`config.mk`:
```
export PLATFORM = sky130hd
export DESIGN_NAME = scan_mode_cfg
export DESIGN_NICKNAME = d
export VERILOG_FILES = /design/src/rtl/scan_cfg_pkg.sv /design/src/rtl/scm_ctrl.sv /design/src/rtl/scm_route.sv /design/src/rtl/scm_seg.sv /design/src/rtl/scan_mode_cfg.sv
export SDC_FILE = /design/constraint.sdc
export NUM_CORES = 1
export LEC_CHECK = 0
export ABC_AREA = 1
export BUFFER_PORTS_ARGS = -buffer_cell sky130_fd_sc_hd__buf_4
export CAP_MARGIN = 40
export CORE_AREA = 4 4 210 212
export CTS_CLUSTER_SIZE = 12
export DETAILED_ROUTE_END_ITERATION = 6
export DIE_AREA = 0 0 214 216
export HOLD_SLACK_MARGIN = 0.05
export SLEW_MARGIN = 15
export SYNTH_ARGS = -nofsm -noshare
export SYNTH_HDL_FRONTEND = slang
export SYNTH_SLANG_ARGS = --single-unit
```
`constraint.sdc`:
```
create_clock -name clk -period 3.4 [get_ports clk]
set_clock_uncertainty 0.2 [all_clocks]
set_input_delay 0.34 -clock clk [delete_from_list [all_inputs] [get_ports clk]]
set_output_delay 0.34 -clock clk [all_outputs]
set_load 0.05 [all_outputs]
```
`src/rtl/scan_cfg_pkg.sv`:
```
package scan_cfg_pkg;

  typedef enum logic [2:0] {
    M_MISSION = 3'd0,
    M_COMP    = 3'd1,
    M_NARROW  = 3'd2,
    M_WIDE    = 3'd3,
    M_OUTWARD = 3'd4
  } tmode_e;

  typedef enum logic [1:0] {
    W_OFF     = 2'd0,
    W_INWARD  = 2'd1,
    W_OUTWARD = 2'd2
  } wmode_e;

  localparam logic [1:0] L_NONE = 2'd0;
  localparam logic [1:0] L_CHAN = 2'd1;
  localparam logic [1:0] L_PIN  = 2'd2;
  localparam logic [1:0] L_PRED = 2'd3;

  function automatic tmode_e decode_sel(input logic [2:0] s);
    case (s)
      3'd1:    return M_COMP;
      3'd2:    return M_NARROW;
      3'd3:    return M_WIDE;
      3'd4:    return M_OUTWARD;
      default: return M_MISSION;
    endcase
  endfunction

  // domain of a segment: lower half A (0), upper half B (1)
  function automatic int dom_of(input int i, input int nseg);
    return (i < nseg / 2) ? 0 : 1;
  endfunction

  function automatic int dom_first(input int d, input int nseg);
    return (d == 0) ? 0 : nseg / 2;
  endfunction

  function automatic int dom_size(input int d, input int nseg);
    return (d == 0) ? nseg / 2 : nseg - nseg / 2;
  endfunction

  function automatic int dom_chains(input int d, input int nar);
    return (d == 0) ? nar / 2 : nar - nar / 2;
  endfunction

  function automatic int dom_base(input int d, input int nar);
    return (d == 0) ? 0 : nar / 2;
  endfunction

  function automatic int nar_chain(input int i, input int nseg, input int nar);
    int d;
    d = dom_of(i, nseg);
    return dom_base(d, nar) + (i - dom_first(d, nseg)) % dom_chains(d, nar);
  endfunction

  function automatic bit nar_head(input int i, input int nseg, input int nar);
    int d;
    d = dom_of(i, nseg);
    return (i - dom_first(d, nseg)) < dom_chains(d, nar);
  endfunction

  function automatic int nar_pred(input int i, input int nseg, input int nar);
    if (nar_head(i, nseg, nar)) return i;
    return i - dom_chains(dom_of(i, nseg), nar);
  endfunction

  // last segment of narrow chain c
  function automatic int nar_tail(input int c, input int nseg, input int nar);
    int d, k, s, n;
    d = (c < nar / 2) ? 0 : 1;
    k = c - dom_base(d, nar);
    s = dom_size(d, nseg);
    n = dom_chains(d, nar);
    return dom_first(d, nseg) + k + n * ((s - 1 - k) / n);
  endfunction

endpackage

```
`src/rtl/scm_ctrl.sv`:
```
module scm_ctrl
  import scan_cfg_pkg::*;
#(
  parameter int NSEG   = 90,
  parameter int NARROW = 17,
  parameter int NWRP   = 2
) (
  input  logic              clk,
  input  logic              rst_n,
  input  logic [2:0]        mode_sel,
  output tmode_e            mode_q,
  output wmode_e            wrp_mode,
  output logic              int_se_en,
  output logic [1:0]        int_ck_en,
  output logic              wrp_se_en,
  output logic              wrp_ck_en,
  output logic [2*NSEG-1:0] link_sel
);

  localparam int FIRST_WRP = NSEG - NWRP;

  tmode_e            mode_d;
  wmode_e            wm_d;
  logic              ise_d, wse_d, wck_d;
  logic [1:0]        ick_d;
  logic [2*NSEG-1:0] links_d;

  always_comb begin
    mode_d = decode_sel(mode_sel);
    wm_d   = W_OFF;
    ise_d  = 1'b0;
    ick_d  = 2'b00;
    wse_d  = 1'b0;
    wck_d  = 1'b0;
    case (mode_d)
      M_COMP, M_NARROW, M_WIDE: begin
        wm_d  = W_INWARD;
        ise_d = 1'b1;
        ick_d = 2'b11;
        wse_d = 1'b1;
        wck_d = 1'b1;
      end
      M_OUTWARD: begin
        wm_d  = W_OUTWARD;
        wse_d = 1'b1;
        wck_d = 1'b1;
      end
      default: ;
    endcase
    for (int i = 0; i < NSEG; i++) begin
      case (mode_d)
        M_COMP:   links_d[2*i +: 2] = L_CHAN;
        M_WIDE:   links_d[2*i +: 2] = L_PIN;
        M_NARROW: links_d[2*i +: 2] = nar_head(i, NSEG, NARROW) ? L_PIN : L_PRED;
        M_OUTWARD: begin
          if (i == FIRST_WRP)     links_d[2*i +: 2] = L_PIN;
          else if (i > FIRST_WRP) links_d[2*i +: 2] = L_PRED;
          else                    links_d[2*i +: 2] = L_NONE;
        end
        default:  links_d[2*i +: 2] = L_NONE;
      endcase
    end
  end

  always_ff @(posedge clk or negedge rst_n) begin
    if (!rst_n) begin
      mode_q    <= M_MISSION;
      wrp_mode  <= W_OFF;
      int_se_en <= 1'b0;
      int_ck_en <= 2'b00;
      wrp_se_en <= 1'b0;
      wrp_ck_en <= 1'b0;
      link_sel  <= '0;
    end else begin
      mode_q    <= mode_d;
      wrp_mode  <= wm_d;
      int_se_en <= ise_d;
      int_ck_en <= ick_d;
      wrp_se_en <= wse_d;
      wrp_ck_en <= wck_d;
      link_sel  <= links_d;
    end
  end


  unused_code_chk: assert property (@(posedge clk) disable iff (!rst_n)
    (mode_sel > 3'd4) |=> (mode_q == M_MISSION));


  wrapper_code_chk: assert property (@(posedge clk) disable iff (!rst_n)
    (wrp_mode == W_INWARD) |-> (mode_q inside {M_COMP, M_NARROW, M_WIDE}));


  outward_gate_chk: assert property (@(posedge clk) disable iff (!rst_n)
    (mode_q == M_OUTWARD) |-> (!int_se_en && int_ck_en == 2'b00 && wrp_se_en && wrp_ck_en));


  mission_quiet_chk: assert property (@(posedge clk) disable iff (!rst_n)
    (mode_q == M_MISSION) |-> (wrp_mode == W_OFF && !int_se_en && int_ck_en == 2'b00
                               && !wrp_se_en && !wrp_ck_en && link_sel == '0));

endmodule

```
`src/rtl/scm_route.sv`:
```
module scm_route
  import scan_cfg_pkg::*;
#(
  parameter int NSEG   = 90,
  parameter int NARROW = 17
) (
  input  logic              clk,
  input  logic              rst_n,
  input  tmode_e            mode_q,
  input  logic [2*NSEG-1:0] link_sel,
  input  logic [NSEG-1:0]   scan_in,
  input  logic [NSEG-1:0]   cmp_si,
  input  logic [NSEG-1:0]   tails,
  output logic [NSEG-1:0]   seg_in,
  output logic [NSEG-1:0]   scan_out,
  output logic [NSEG-1:0]   cmp_so
);

  for (genvar i = 0; i < NSEG; i++) begin : g_in
    localparam int PIN_N  = nar_chain(i, NSEG, NARROW);
    localparam int PRED_N = nar_pred(i, NSEG, NARROW);
    localparam int PRED_O = (i > 0) ? i - 1 : 0;
    always_comb begin
      case (link_sel[2*i +: 2])
        L_CHAN: seg_in[i] = cmp_si[i];
        L_PIN: begin
          if (mode_q == M_NARROW)       seg_in[i] = scan_in[PIN_N];
          else if (mode_q == M_OUTWARD) seg_in[i] = scan_in[0];
          else                          seg_in[i] = scan_in[i];
        end
        L_PRED:  seg_in[i] = (mode_q == M_OUTWARD) ? tails[PRED_O] : tails[PRED_N];
        default: seg_in[i] = 1'b0;
      endcase
    end
  end

  for (genvar p = 0; p < NSEG; p++) begin : g_out
    localparam int TAIL_N = (p < NARROW) ? nar_tail(p, NSEG, NARROW) : 0;
    always_comb begin
      case (mode_q)
        M_WIDE:    scan_out[p] = tails[p];
        M_NARROW:  scan_out[p] = (p < NARROW) ? tails[TAIL_N] : 1'b0;
        M_OUTWARD: scan_out[p] = (p == 0) ? tails[NSEG-1] : 1'b0;
        default:   scan_out[p] = 1'b0;
      endcase
    end
  end

  assign cmp_so = (mode_q == M_COMP) ? tails : '0;


  mission_out_chk: assert property (@(posedge clk) disable iff (!rst_n)
    (mode_q == M_MISSION) |-> (scan_out == '0 && cmp_so == '0));


  comp_pins_chk: assert property (@(posedge clk) disable iff (!rst_n)
    (mode_q == M_COMP) |-> (scan_out == '0));

endmodule

```
`src/rtl/scm_seg.sv`:
```
module scm_seg #(
  parameter int LEN = 2
) (
  input  logic clk,
  input  logic rst_n,
  input  logic shift,
  input  logic si,
  output logic so
);

  logic [LEN-1:0] q;

  always_ff @(posedge clk or negedge rst_n) begin
    if (!rst_n) begin
      q <= '0;
    end else if (shift) begin
      for (int k = 0; k < LEN; k++) begin
        q[k] <= (k == 0) ? si : q[(k == 0) ? 0 : k-1];
      end
    end
  end

  assign so = q[LEN-1];

endmodule

```
`src/rtl/scan_mode_cfg.sv`:
```
module scan_mode_cfg
  import scan_cfg_pkg::*;
#(
  parameter int NSEG    = 90,
  parameter int NARROW  = 17,
  parameter int NWRP    = 2,
  parameter int SEG_LEN = 2
) (
  input  logic              clk,
  input  logic              rst_n,
  input  logic [2:0]        mode_sel,
  input  logic              scan_en,
  input  logic [NSEG-1:0]   scan_in,
  input  logic [NSEG-1:0]   cmp_si,
  output logic [NSEG-1:0]   scan_out,
  output logic [NSEG-1:0]   cmp_so,
  output logic [1:0]        wrp_mode,
  output logic              int_se_en,
  output logic [1:0]        int_ck_en,
  output logic              wrp_se_en,
  output logic              wrp_ck_en,
  output logic [2*NSEG-1:0] link_sel
);

  localparam int NINT = NSEG - NWRP;

  tmode_e          mode_q;
  wmode_e          wm_q;
  logic [NSEG-1:0] tails, seg_in, shift_vec;
  logic [NINT-1:0] int_tails;

  scm_ctrl #(.NSEG(NSEG), .NARROW(NARROW), .NWRP(NWRP)) u_ctrl (
    .clk(clk), .rst_n(rst_n), .mode_sel(mode_sel), .mode_q(mode_q),
    .wrp_mode(wm_q), .int_se_en(int_se_en), .int_ck_en(int_ck_en),
    .wrp_se_en(wrp_se_en), .wrp_ck_en(wrp_ck_en), .link_sel(link_sel)
  );

  assign wrp_mode = wm_q;

  scm_route #(.NSEG(NSEG), .NARROW(NARROW)) u_route (
    .clk(clk), .rst_n(rst_n), .mode_q(mode_q), .link_sel(link_sel),
    .scan_in(scan_in), .cmp_si(cmp_si), .tails(tails),
    .seg_in(seg_in), .scan_out(scan_out), .cmp_so(cmp_so)
  );

  for (genvar i = 0; i < NSEG; i++) begin : g_seg
    if (i >= NINT) begin : g_wrp
      assign shift_vec[i] = scan_en & wrp_se_en & wrp_ck_en;
    end else begin : g_int
      localparam int DOM = dom_of(i, NSEG);
      assign shift_vec[i] = scan_en & int_se_en & int_ck_en[DOM];
    end
    scm_seg #(.LEN(SEG_LEN)) u_seg (
      .clk(clk), .rst_n(rst_n), .shift(shift_vec[i]), .si(seg_in[i]), .so(tails[i])
    );
  end

  assign int_tails = tails[NINT-1:0];


  outward_hold_chk: assert property (@(posedge clk) disable iff (!rst_n)
    (mode_q == M_OUTWARD) |=> $stable(int_tails));


  mission_hold_chk: assert property (@(posedge clk) disable iff (!rst_n)
    (mode_q == M_MISSION) |=> $stable(tails));


  se_low_hold_chk: assert property (@(posedge clk) disable iff (!rst_n)
    (!scan_en) |=> $stable(tails));

endmodule

```
[After elaboration in Yosys (flattened, before gate mapping)]
Index checks and enable logic that the tools add are counted.
Word-level totals
  word-level logic and storage cells: 845
  ROM bits: 0
  bits in registers: 369
  output and inout port bits: 367
  memories kept: 0
  latch bits: 0
  bits in writable memories: 0
Cells by class
  reductions and logical operators: 5
  muxes and demuxes: 457
  magnitude comparators: 0
  multiply operators: 0
  div/mod/pow operators: 0
  eq/ne operators: 282
  shifts and indexed selects: 0
  add/subtract/negate cells: 0
  bitwise gates (word level): 5
Operator list (count)
  $eq 2x2->1 const B: 180
  $mux 1: 342
  $pmux 1 s3: 91
  $eq 2x1->1 const B: 90
  $mux 90: 1
  $pmux 1 s2: 16
  $eq 3x2->1 const B: 6
  $pmux 2 s3: 3
  $pmux 3 s4: 1
  $eq 3x1->1 const B: 3
  $eq 3x3->1 const B: 3
  $pmux 2 s2: 2
  $reduce_or 2->1: 3
  $and 1x1->1: 5
  $reduce_or 4->1: 1
  $reduce_or 3->1: 1
  $mux 2: 1

[Longest topological paths before layout]
Gate-level depths: netlist of run 1.
  word-level depth: 5
  mapped depth: 10

[Modules after synthesis]
A second synthesis of run 1 with hierarchy kept.
Unflattened totals
  cells, all modules: 2462
  area, all modules: 14994.4 µm²
By module, submodules not included
  scm_seg: cells an instance 9, seq. area each 50.0 µm², area each 76.3 µm², times used 90
  scm_route: cells an instance 1432, seq. area each 0.0 µm², area each 6336.1 µm², times used 1
  scm_ctrl: cells an instance 212, seq. area each 325.3 µm², area each 1759.2 µm², times used 1
  scan_mode_cfg: cells an instance 8, seq. area each 0.0 µm², area each 30.0 µm², times used 1

[Worst setup path before layout of run 1]
Ideal clock, no wire load.
  kind: register -> register
  start: reg, netlist name u_ctrl.link_sel[175]
  end: reg g_seg[17].u_seg.q[0]
  clock period less this slack: 3.452 ns
  stages on the path, launching flop included: 10
  setup time: 0.117 ns
  setup slack: -0.052 ns
  data arrival time: 3.136 ns
  required time: 3.083 ns
  cells stage by stage: dfrtp_1 -> inv_1 -> nand2_1 -> buf_2 -> buf_2 -> nor2_1 -> nor2_1 -> nand2_1 -> nand2_1 -> nand2_1
RTL lines
  end signal, assigned by index: line scm_seg.sv:18  | q[k] <= (k == 0) ? si : q[(k == 0) ? 0 : k-1];
  end, declared: line scm_seg.sv:11  | logic [LEN-1:0] q;

[Worst setup path in the final report of run 1]
  start: reg u_ctrl.mode_q[2]
  end: out scan_out[14]
On the way
  cells in the longest elaborated chain, start to end: 2
  elaborated cells between the ends (all ways): 3
  those cells by class: eq/ne (2); mux (1)
Ends and longest elaborated chain
  start, declared: line scm_ctrl.sv:11  | output tmode_e mode_q,
  start signal, assigned: line scm_ctrl.sv:75  | mode_q <= mode_d;
  $eq 3x2->1: line scm_route.sv:40  | case (mode_q)
  $pmux 1 s2 (*): line scm_route.sv:40
  end, declared: line scan_mode_cfg.sv:15  | output logic [NSEG-1:0] scan_out,
Every way passes the cells marked *; elsewhere a longest branch is shown, timed or not.

==> impl_metrics.tcl, run 1 <==
set metrics [dict create \
    period_share_pct 89.8 \
    yosysWarnings 0 \
    status "completed" \
    grt_pass1_vias 14400 \
    cts_tree "done" \
    crit_fanout 42 \
    worst_path_largest_cell_delay_ns 0.48 \
    path_buf_inv 3 \
    path_common_cell "buf_4" \
    clock_path_buffers 2 \
    synthSimpleGateAreaFrac_pct 38.0 \
    rsz0062_at_grt "no" \
    post_drt_via_cell_ratio 4.99 \
    finalHoldViolCount 0 \
    start_util_pct 33.0 \
    dp_hpwl_um 44600 \
    slew_viol_final 0 \
    synth-compound-area-share_pct 7.41 \
    grt_max_degree 101 \
    synth_seq_area_share_pct 34.9 \
    setup_tns_ns 0 \
    tightest_slew_ns 0.875 \
    portBuffers 552 \
    worstHoldPathType "in2reg" \
    initialDrtViolationCount 1424 \
    synth_mux_area_share_pct 0 \
    period_needed_ns 3.05 \
    synth-main-ff-cell "dfrtp_1" \
    h-tree-depth 4 \
    synth-seq-cells 193 \
    fmax_mhz 327 \
    clkPwrFrac_pct 27.5 \
    internal_power_mw 4.59 \
    synthToLayoutAreaGrowth_pct 28.6 \
    postCtsSetupBuffers 0 \
    slew_headroom_pct 41.7 \
    wl_per_cell_um 20.1 \
    reg2regPathDepth 9 \
    critical_path_depth 5 \
    swShare_pct 41.2 \
    hold_depth 7 \
    yosys.area.top_type "dfrtp_1" \
    powerDensity_nw_per_um2 438 \
    syn-num-nets 2404 \
    ys_top_cells_by_area "dfrtp_1 (35%), nand2_1 (19%), buf_4 (9.8%), nor2_1 (9.7%), nand3_1 (9.3%)" \
    cts.sinks 193 \
    synth_most_common_cell "nand2_1" \
    syn_inst 2218 \
    clock_latency_ns 0.46 \
    synth_top_family_by_area "simple AND/OR/NAND/NOR gates" \
    worst_setup_path_start_kind "register" \
    cp_slowest_cell "dfrtp_4" \
    antenna_found_initial 5 \
    pwr-share-comb_pct 35.6 \
    cp_top_family "buffers and inverters" \
    critPathRequiredTime_ns 2.86 \
    seqPwrFrac_pct 36.9 \
    ys_top_cells_by_count "nand2_1 (695), nor2_1 (357), nand3_1 (257)" \
    synth.top_cell.area_share_pct 34.9 \
    cts.hold.buffers_added 16 \
    wirelength_um 61700 \
    vdd_ir_drop_max_v 0.000297 \
    async_flop_share_pct 100 \
    drive_above_1_share_pct 24.7 \
    ctsResizeCount 0 \
    die_w_um 214 \
    cts-root-buf "clkbuf_16" \
    critPathKind "reg2out" \
    regArea_um2 4840 \
    setup_violations 0 \
    synth-xor-area-share_pct 0 \
    p_leak_nw 9.77 \
    pin_count 553 \
    routabilityCongestion 0.935 \
    ys_types 21 \
    worst_setup_path_end_kind "output port" \
    overflow 0 \
    multi_input_area_um2 6360 \
    num_vias 15300 \
    grt_pass1_wl_um 91200 \
    rows 75 \
    die_h_um 216 \
    synth_edf_count 0 \
    p_sw_mw 3.21 \
    arrival_ns 2.51 \
    syn_avg_cell_area_um2 6.25 \
    cts_made_buffers 17 \
    maxCapViolations 0 \
    drtPass1Iterations 6 \
    nets 2699 \
    n_fill_cell 4523 \
    utilization_pct 42.5 \
    synthAdderAreaFrac_pct 0 \
    rrSetupSlack_ns 0.86 \
    ant_nets 0 \
    clkTransAtPathRegs_ns 0.08 \
    core_area_um2 41900 \
    post-route-drc-count 0 \
    synth_area_um2 13900 \
    crit_chain "inv_1 > nand3_4 > buf_4 > o22ai_1 > buf_4" \
    grt_usage_pct 25.4 \
    die_area_um2 46200 \
]
-- registers in the layout (all words and copies together) (netlist names) --
| name | flops |
|---|---|
| u_ctrl.mode_q | 3 |
| u_ctrl.wrp_se_en | 1 |
| u_ctrl.int_ck_en | 1 |
| u_ctrl.link_sel | 6 |
| g_seg.u_seg.q | 180 |
| u_ctrl.wrp_mode | 2 |
-- kinds of logic after synthesis --
group	count (synthesis)
and+or+nand+nor	1315
DFF	193
AOI/OAI and AO/OA	199
buffers and inverters	511
-- cells in the final DEF, fill, tap and decap left out --
cell,n
nand2_1,692
buf_4,571
nor2_1,355
nand3_1,255
dfrtp_1,190
inv_1,189
o21ai_0,97
a21oi_1,80
clkbuf_16,17
o22ai_1,16
dlygate4sd3_1,16
buf_12,7
clkbuf_8,4
diode_2,3
inv_6,3
o211ai_1,3
clkinvlp_4,3
nand3b_1,2
nor3_1,2
nand3_4,2
nor2_4,2
nand2_4,2
o21ai_1,2
bufinv_16,2
dfrtp_2,2
nor2_2,1
o221ai_1,1
nand2_2,1
inv_2,1
and2_1,1
clkbuf_1,1
clkinv_2,1
clkinv_4,1
inv_8,1
buf_16,1
dfrtp_4,1
-- final timing paths --
| path | start | to |
|---|---|---|
| min in group asynchronous | rst_n | g_seg[21].u_seg.q[0]$_DFFE_PN0P_ |
| worst max register to register | u_ctrl.mode_q[2]$_DFF_PN0_ | g_seg[45].u_seg.q[0]$_DFFE_PN0P_ |
| worst min register to register | g_seg[44].u_seg.q[0]$_DFFE_PN0P_ | g_seg[44].u_seg.q[1]$_DFFE_PN0P_ |
| max in group asynchronous | rst_n | u_ctrl.link_sel[175]$_DFF_PN0_ |
| worst max-delay path | u_ctrl.mode_q[2]$_DFF_PN0_ | scan_out[14] |
| worst min-delay path | cmp_si[52] | g_seg[52].u_seg.q[0]$_DFFE_PN0P_ |
-- power by group through the flow --
stage / clock network [mW] / logic [mW] / registers [mW]
after detailed placement: 0 / 2.76 / 2.92
after CTS: 2.19 / 2.79 / 2.88
after global placement: 0 / 2.74 / 2.91
final: 2.15 / 2.78 / 2.88
after global routing: 2.26 / 2.98 / 2.92
after floorplan: 0 / 1.85 / 2.90
-- per-layer routing --
| layer | wire [µm] | vias up | GRT usage, % |
|---|---|---|---|
| met5 | 18 | - | 0 |
| met4 | 2280 | 4 | 9.81 |
| met3 | 5310 | 104 | 5.98 |
| met2 | 28200 | 771 | 39.8 |
| met1 | 25900 | 7183 | 34.0 |
| li1 | - | 7254 | - |
-- cell type report --
cell class,instances,area share [%]
Multi-Input combinational cell,1514,35.7
Sequential cell,193,27.1
Timing Repair Buffer,596,26.0
Inverter,191,4.05
Tap cell,539,3.78
Clock buffer,21,2.64
Clock inverter,10,0.702
Antenna cell,3,0.0421
-- stage by stage --
step | hold WS [ns] | instances | total power [mW] | setup WS (ns) | cell area [µm²]
2_1_floorplan | -0.156 | 2218 | 4.75 | 0.389 | 13900
3_3_place_gp | 0.258 | 3016 | 5.65 | 0.866 | 17000
3_5_place_dp | 0.257 | 3017 | 5.68 | 0.841 | 17100
4_1_cts | 0.0528 | 3064 | 7.85 | 0.320 | 17800
5_1_grt | 0.0955 | 3067 | 8.17 | 0.208 | 17800
6_report | 0.0767 | 3067 | 7.80 | 0.346 | 17800
-- worst register-to-register path, delay by kind of cell, from the launching register on --
kind | cells | cell delay, ns
buffers and inverters | 2 | 0.84
AND/OR/NAND/NOR | 7 | 0.92
flip-flops | 1 | 0.48
Power figures use the tool's default switching activity.
==> inputs of run 2 (changes only) <==
Settings changed: CORE_AREA 4 4 210 212 to 4 4 214 216, CTS_BUF_LIST from default to sky130_fd_sc_hd__clkbuf_4, DIE_AREA 0 0 214 216 to 0 0 218 220, SLEW_MARGIN 15 to 20.
==> run 2 against run 1 <==
Non-clock buffer count is 179 higher. Combinational power is 10% higher. Maximum frequency is 3.7% lower. Final cell count is 7.6% higher. Highest routed layer unchanged. Critical path depth is 6 higher. Sequential share of layout area is 2.2 points lower. Core utilization is 1.7 points higher. Register-to-register slack worse by 0.63 ns. Final area is 8.8% higher. Hold slack better by 0.011 ns. Via count is 6.1% higher. Clock power is 35% lower.
==> impl_metrics.tcl, run 2 (synthesized netlist as in run 1, its figures left out) <==
set metrics [dict create \
    status "completed" \
    finalHoldViolCount 0 \
    overflow 0 \
    clock_path_buffers 2 \
    clkPwrFrac_pct 19.0 \
    maxCapViolations 0 \
    critPathKind "reg2reg" \
    grt_usage_pct 25.9 \
    cts-root-buf "clkbuf_4" \
    synthToLayoutAreaGrowth_pct 40.0 \
    fmax_mhz 315 \
    period_share_pct 93.2 \
    vdd_ir_drop_max_v 0.000209 \
    worst_setup_path_end_kind "register" \
    powerDensity_nw_per_um2 378 \
    clkTransAtPathRegs_ns 0.19 \
    crit_chain "nor2_4 > buf_12 > buf_4 > nand3_1 > nand2_1 > nor2_1 > nor2_1 > nand2_1 > dlygate4sd3_1 > nand2_1 > nand2_1" \
    nets 2878 \
    cp_slowest_cell "dlygate4sd3_1" \
    post_drt_via_cell_ratio 4.92 \
    crit_fanout 104 \
    critPathRequiredTime_ns 3.77 \
    start_util_pct 31.5 \
    drtPass1Iterations 6 \
    rsz0062_at_grt "no" \
    layout_commonest_cell "nand2_1" \
    slew_viol_final 0 \
    pin_count 553 \
    grt_pass1_wl_um 95400 \
    rrSetupSlack_ns 0.23 \
    clock_latency_ns 0.66 \
    core_area_um2 43900 \
    swShare_pct 45.0 \
    routabilityCongestion 0.922 \
    worst_path_largest_cell_delay_ns 0.56 \
    cts_tree "done" \
    portBuffers 552 \
    rows 77 \
    pwr-share-comb_pct 41.7 \
    path_common_cell "nand2_1" \
    regMostFlops "g_seg.u_seg.q" \
    num_vias 16200 \
    n_fill_cell 4649 \
    cts.sinks 193 \
    p_sw_mw 3.30 \
    arrival_ns 3.54 \
    initialDrtViolationCount 1681 \
    period_needed_ns 3.17 \
    antenna_found_initial 2 \
    layout_common_cells "nand2_1 (692), buf_4 (570), nor2_1 (355)" \
    fin_area_um2 19400 \
    reg.largest.list "g_seg.u_seg.q: 180 flops, u_ctrl.link_sel: 6 flops, u_ctrl.mode_q: 3 flops" \
    seqPwrFrac_pct 39.3 \
    wl_per_cell_um 19.7 \
    cts_made_buffers 17 \
    worstHoldPathType "in2async" \
    ant_nets 0 \
    largest_reg_flops 180 \
    grt_max_degree 105 \
    setup_tns_ns 0 \
    die_h_um 220 \
    die_w_um 218 \
    p_leak_nw 10.5 \
    internal_power_mw 4.03 \
    worst_setup_path_start_kind "register" \
    setup_violations 0 \
    slew_headroom_pct 40.7 \
    placed_area_um2 17100 \
    tightest_slew_ns 0.889 \
    drive_above_1_share_pct 23.1 \
    grt_pass1_vias 15300 \
    h-tree-depth 4 \
    dp_hpwl_um 45100 \
    die_area_um2 48000 \
    post-route-drc-count 0 \
    wirelength_um 65100 \
]
run 2: cell count changes in the layout (fill, tap and decap cells not counted), sizes merged:
cell	before	now
inv	194	197
bufinv	2	1
diode	3	2
dlygate4sd3	16	195
clkinv	2	5
clkbuf	22	18
run 2: repair_timing:
action	CTS	global route
hold buffers	196	0
buffers inserted	0	0
endpoints found under the hold margin	298	0
endpoints found under the setup margin	0	2
resized for setup	0	1
run 2: final timing paths:
check	start	to	depth (start not counted)
worst max-delay path	u_ctrl.mode_q[0]$_DFF_PN0_	g_seg[70].u_seg.q[0]$_DFFE_PN0P_	11
worst min-delay path	rst_n	g_seg[19].u_seg.q[0]$_DFFE_PN0P_	3
worst max register to register	u_ctrl.mode_q[0]$_DFF_PN0_	g_seg[70].u_seg.q[0]$_DFFE_PN0P_	11
worst min register to register	g_seg[44].u_seg.q[0]$_DFFE_PN0P_	g_seg[44].u_seg.q[1]$_DFFE_PN0P_	2
max in group asynchronous	rst_n	g_seg[26].u_seg.q[1]$_DFFE_PN0P_	3
min in group clk	mode_sel[0]	u_ctrl.mode_q[2]$_DFF_PN0_	3
run 2: power by group through the flow:
stage | logic [mW] | registers (mW) | clock network (mW)
floorplan | 1.85 | 2.90 | 0
global placement | 2.77 | 2.91 | 0
detailed placement | 2.79 | 2.92 | 0
CTS | 3.05 | 2.87 | 1.41
global route | 3.28 | 2.92 | 1.51
finish | 3.06 | 2.88 | 1.39
run 2: cell type report:
cell class                 count  area, µm²  share of cell area, %
clock inverter                15        171                  0.884
clock buffer                  17        128                  0.658
antenna                        2       5.00                 0.0258
inverter                     191        722                   3.72
tap                          592        741                   3.82
sequential                   193       4840                   24.9
timing repair buffer         775       6430                   33.2
multi-input combinational   1514       6360                   32.8
run 2: stage by stage:
| step | utilization, % | total power [mW] | hold WS (ns) | instances | worst slack [ns] |
|---|---|---|---|---|---|
| 5_1_grt | 44.2 | 7.71 | 0.0607 | 3299 | 0.0754 |
| 4_1_cts | 44.1 | 7.33 | 0.0740 | 3297 | 0.169 |
| 2_1_floorplan | - | 4.75 | -0.156 | 2218 | 0.389 |
| 3_5_place_dp | 38.9 | 5.71 | 0.154 | 3069 | 0.750 |
| 6_report | 44.2 | 7.33 | 0.0875 | 3299 | 0.230 |
| 3_3_place_gp | 38.9 | 5.68 | 0.152 | 3069 | 0.810 |
run 2: worst max-delay path, delay by kind of cell, from the launching register on:
family,cells,cell delay (ns)
buffers and inverters,3,1.44
AND/OR/NAND/NOR,8,0.87
flip-flops,1,0.53
run 2: routing by layer:
layer  share of wire, %  global-route usage [%]  up-vias
met5              0.018                       0        -
met3                8.7                    4.91      131
met4                4.2                    10.2        2
met2                 46                    41.9      865
met1                 41                    34.2     7636
li1                   -                       -     7610
